`config.mk`:
```
export PLATFORM = sky130hd
export DESIGN_NAME = ep0_hs_resp
export DESIGN_NICKNAME = d
export VERILOG_FILES = /design/src/rtl/ep0_hs_resp.sv
export SDC_FILE = /design/constraint.sdc
export NUM_CORES = 1
export LEC_CHECK = 0
export CAP_MARGIN = 20
export CORE_UTILIZATION = 49
export CTS_CLUSTER_SIZE = 12
export DETAILED_ROUTE_END_ITERATION = 12
export DONT_BUFFER_PORTS = 1
export PLACE_DENSITY = 0.65
export SYNTH_ARGS = -nofsm -noshare
export SYNTH_HDL_FRONTEND = slang
export SYNTH_SLANG_ARGS = --single-unit
```
`constraint.sdc`:
```
create_clock -name clk -period 1.4 [get_ports clk]
set_clock_uncertainty 0.2 [all_clocks]
set_input_delay 0.14 -clock clk [delete_from_list [all_inputs] [get_ports clk]]
set_output_delay 0.14 -clock clk [all_outputs]
set_load 0.1 [all_outputs]
```
`src/rtl/ep0_hs_resp.sv`:
```
module ep0_hs_resp #(
  parameter int DW = 8,
  parameter int AW = 3
) (
  input  logic          clk,
  input  logic          rst_n,
  input  logic          tok_setup,
  input  logic          tok_in,
  input  logic          tok_out,
  input  logic          stat_phase,
  input  logic          host_ack,
  input  logic          out_rcvd,
  input  logic          cpu_we,
  input  logic [AW-1:0] cpu_addr,
  input  logic [DW-1:0] cpu_wdata,
  output logic [DW-1:0] cpu_rdata,
  output logic          rsp_valid,
  output logic [1:0]    rsp_code
);
  localparam logic [AW-1:0] A_CSR = 0, A_INCNT = 1, A_OUTCNT = 2, A_PTRH = 3, A_PTRL = 4;
  localparam logic [1:0] C_DATA = 2'd0, C_ACK = 2'd1, C_NAK = 2'd2, C_STALL = 2'd3;

  logic in_busy, hsnak, stall, out_arm;
  logic [DW-1:0] in_cnt, out_cnt, ptr_h, ptr_l;
  logic [1:0] code_nxt;

  wire wr_csr = cpu_we && cpu_addr == A_CSR;

  always_comb begin
    if (tok_setup)                code_nxt = C_ACK;
    else if (stall)               code_nxt = C_STALL;
    else if (stat_phase)          code_nxt = hsnak ? C_NAK : C_ACK;
    else if (tok_in)              code_nxt = in_busy ? C_DATA : C_NAK;
    else                          code_nxt = out_arm ? C_ACK : C_NAK;
  end

  always_ff @(posedge clk) begin
    if (!rst_n) begin
      in_busy <= 1'b0;
      hsnak   <= 1'b0;
      stall   <= 1'b0;
      out_arm <= 1'b0;
    end else if (tok_setup) begin
      in_busy <= 1'b0;
      hsnak   <= 1'b1;
      stall   <= 1'b0;
      out_arm <= 1'b0;
    end else begin
      if (host_ack) in_busy <= 1'b0;
      if (out_rcvd) out_arm <= 1'b0;
      if (cpu_we && (cpu_addr == A_INCNT || cpu_addr == A_PTRL)) in_busy <= 1'b1;
      if (cpu_we && cpu_addr == A_OUTCNT) out_arm <= 1'b1;
      if (wr_csr) begin
        stall <= cpu_wdata[0];
        if (cpu_wdata[1]) hsnak <= 1'b0;
      end
    end
  end

  always_ff @(posedge clk) begin
    if (!rst_n) begin
      in_cnt  <= '0;
      out_cnt <= '0;
      ptr_h   <= '0;
      ptr_l   <= '0;
    end else if (cpu_we) begin
      case (cpu_addr)
        A_INCNT:  in_cnt  <= cpu_wdata;
        A_OUTCNT: out_cnt <= cpu_wdata;
        A_PTRH:   ptr_h   <= cpu_wdata;
        A_PTRL:   ptr_l   <= cpu_wdata;
        default: ;
      endcase
    end
  end

  always_ff @(posedge clk) begin
    if (!rst_n) begin
      rsp_valid <= 1'b0;
      rsp_code  <= C_NAK;
    end else begin
      rsp_valid <= tok_setup | tok_in | tok_out;
      if (tok_setup | tok_in | tok_out) rsp_code <= code_nxt;
    end
  end

  always_comb begin
    case (cpu_addr)
      A_CSR:    cpu_rdata = {{(DW-3){1'b0}}, in_busy, hsnak, stall};
      A_INCNT:  cpu_rdata = in_cnt;
      A_OUTCNT: cpu_rdata = out_cnt;
      A_PTRH:   cpu_rdata = ptr_h;
      A_PTRL:   cpu_rdata = ptr_l;
      default:  cpu_rdata = '0;
    endcase
  end
endmodule


```
==> run summary <==
row count: 21
vias in the first global route: 1594
Top FF cell, synth: dfxtp_1
Fmax: 604 MHz
Total Power: 2210 uW
failing checks: hold timing, setup timing
# DRC: 0
Arr. time, crit path: 1.32 ns
post-route ant nets: 0
Final Cell Area: 2620 sq um
Top delay family on crit path: flip-flops
Synth Register Bits: 39
PwrDens: 845 nW/um^2
synthesized area: 1840 sq um
Inserted Diodes: 0
Avg WL per Cell: 17.1 um
leading cell types by count after synthesis: nand2_1 (64), dfxtp_1 (39), a21boi_0 (29), mux2i_1 (10), buf_2 (9)
Compound-Gate Fraction of Synth Area: 23.5%
leak pwr: 0.000830 uW
max cap viols: 0
ranking of synthesized cells by area: dfxtp_1 (42%), nand2_1 (13%), a21boi_0 (12%), mux2i_1 (5.4%), a22oi_1 (2.9%)
share of cells above drive strength 1: 31.8%
simple-gate area share of the yosys netlist: 22.4%
Top Ports: 31
CTS tree: built
total CTS buffers: 5
CP bufs+invs: 1
die area: 4010 sq um
Clock transition at path regs: 0.07 ns
Initial Util: 53.1%
cell taking the most area after synthesis: dfxtp_1
synth unique cells: 31
CTS H-tree depth: 2
kind of end point of the critical path: primary output
FF/Latch Area: 810 sq um
Final Hold Vio Count: 2
area of the multi-input gates: 1240 sq um
RSZ-0062 raised after global routing: true
Synth async-reset ratio: 0%
Post-layout nets: 260
CP cell instances: mux2_4 > a22oi_2 > o22ai_4 > buf_12
Post-synth EDFFs: 0
CP Launch Type: register
register area share after synthesis: 42.4%
required time worst endpoint: 1.06 ns
Clock Tree Buf Depth: 2
Tmin final: 1.66 ns
Skew-Pair Late Insertion Delay: 0.29 ns
gr ovfl total: 0
largest family of logic cells by synthesized area: compound AO/OA/AOI/OAI gates
Core Area: 3470 sq um
dpl ws: -0.422 ns
clk sinks: 39
initial antenna violation count: 0
worst-case vdd ir drop: 771 uV
XOR/XNOR Fraction of Synth Area: 0%
Avg Inst Size Synth: 8.61 sq um
Slew headroom: 76.6%
Slew Limit Fails: 0
root buf cell: clkbuf_8
multiplexer area fraction after synthesis: 6.65%
worst hold path type: in -> reg
hpwl dp: 3.01 mm
first-pass GRT wire length: 7.74 mm
Slowest Stage Delay on Critical Path: 0.32 ns
Crit-path slowest cell: dfxtp_2
# setup viols final: 8
crit path max fanout: 2
Adder-Cell Fraction of Synth Area: 0%
Synth Instances: 214
drt via density: 5.69
top-count cell post-synth: nand2_1
Die Height: 63.3 um
DIE WIDTH: 63.3 um
largest net degree at the start of global routing: 38
Synthesized Nets: 234
run status: finished, violations left
final period utilization: 118%
drt pass-1 iters: 4
Vias: 1621
port bufs: 0
Total GRT Usage: 25.7%
worst slew pin tran: 0.341 ns
post-layout util: 75.4%
crit path kind: reg -> out
area post-placement: 2190 sq um
Post-Route WL: 4.88 mm
Final Wtd Congestion: 0.793
top cell type's share of synthesized area: 42.4%
PnR worst setup slack: -0.257 ns
final worst hold slack: -0.0715 ns
DR iter-0 viols: 89
P&R area growth vs syn: 41.9%
fill count: 239
Ys Warns: 0
cells by family (layout without fill, tap and decap cells):
group / Yosys count / in the layout
compound gates: 60 / 60
mux: 12 / 12
simple gates: 85 / 85
buf+inv: 18 / 43
flops: 39 / 39
per-layer routing:
layer / vias to the layer above / routed length, um / GRT usage, %
met3: 12 / 211 / 5.07
met1: 767 / 2100 / 30.2
met2: 43 / 2450 / 44.0
met4: 0 / 115 / 12.5
li1: 799 / - / -
met5: - / 0 / 0
through the flow:
stage | TNS, ns | instances
2_1_floorplan | -0.996 | 214
3_3_place_gp | -2.60 | 258
3_5_place_dp | -3.11 | 258
4_1_cts | -0.962 | 280
5_1_grt | -1.32 | 285
6_report | -0.920 | 285
worst reg2reg max path, delay by kind of cell (launching register included):
| family | cells | cell delay [ns] |
|---|---|---|
| compound gates | 2 | 0.43 |
| mux | 1 | 0.27 |
| flops | 1 | 0.34 |
final timing paths:
kind	startpoint	end	slack, ns	cells after the start
min reg2reg	in_cnt[0]	in_cnt[0]	0.26	2
max	in_cnt[0]	cpu_rdata[0]	-0.26	4
min	tok_in	rsp_code[0]	-0.07	3
max reg2reg	in_busy	rsp_code[1]	0.06	3
layout by cell type, fill, tap and decap left out, drive strengths merged, types with 3 or more instances in the layout:
cell and count:
nor2 4, and4bb 3, clkbuf 6, a21oi 4, nand2b 4, dlygate4sd3 19
nand4bb 3, a21boi 32, nand2 64, a22oi 7, buf 17, o22ai 8
dfxtp 39, mux2i 10
flip-flops by register name, summed over array words and instances (netlist names):
signal,count
in_busy,1
ptr_l,8
hsnak,1
in_cnt,8
ptr_h,8
out_cnt,8
out_arm,1
rsp_valid,1
stall,1
rsp_code,2
cell type report:
type	instances	area share (%)
Sequential cell	39	31.0
Inverter	1	0.144
Multi-Input combinational cell	157	47.5
Clock buffer	6	2.78
Timing Repair Buffer	36	16.5
Tap cell	46	2.20
what timing repair did:
action	4_1_cts	5_1_grt
pin swaps	6	4
hold buffers	15	5
gates resized for setup	32	7
buffers inserted	1	0
endpoints found under the setup margin	8	10
endpoints found under the hold margin	39	36
where the power goes:
part | internal (uW) | leakage (uW) | switching (uW) | total (uW)
Sequential | 1140 | 0.000326 | 22.7 | 1160
Clock | 332 | 0.0000371 | 360 | 691
Combinational | 160 | 0.000466 | 194 | 354
No activity file was read; power rests on OpenSTA's default activity.
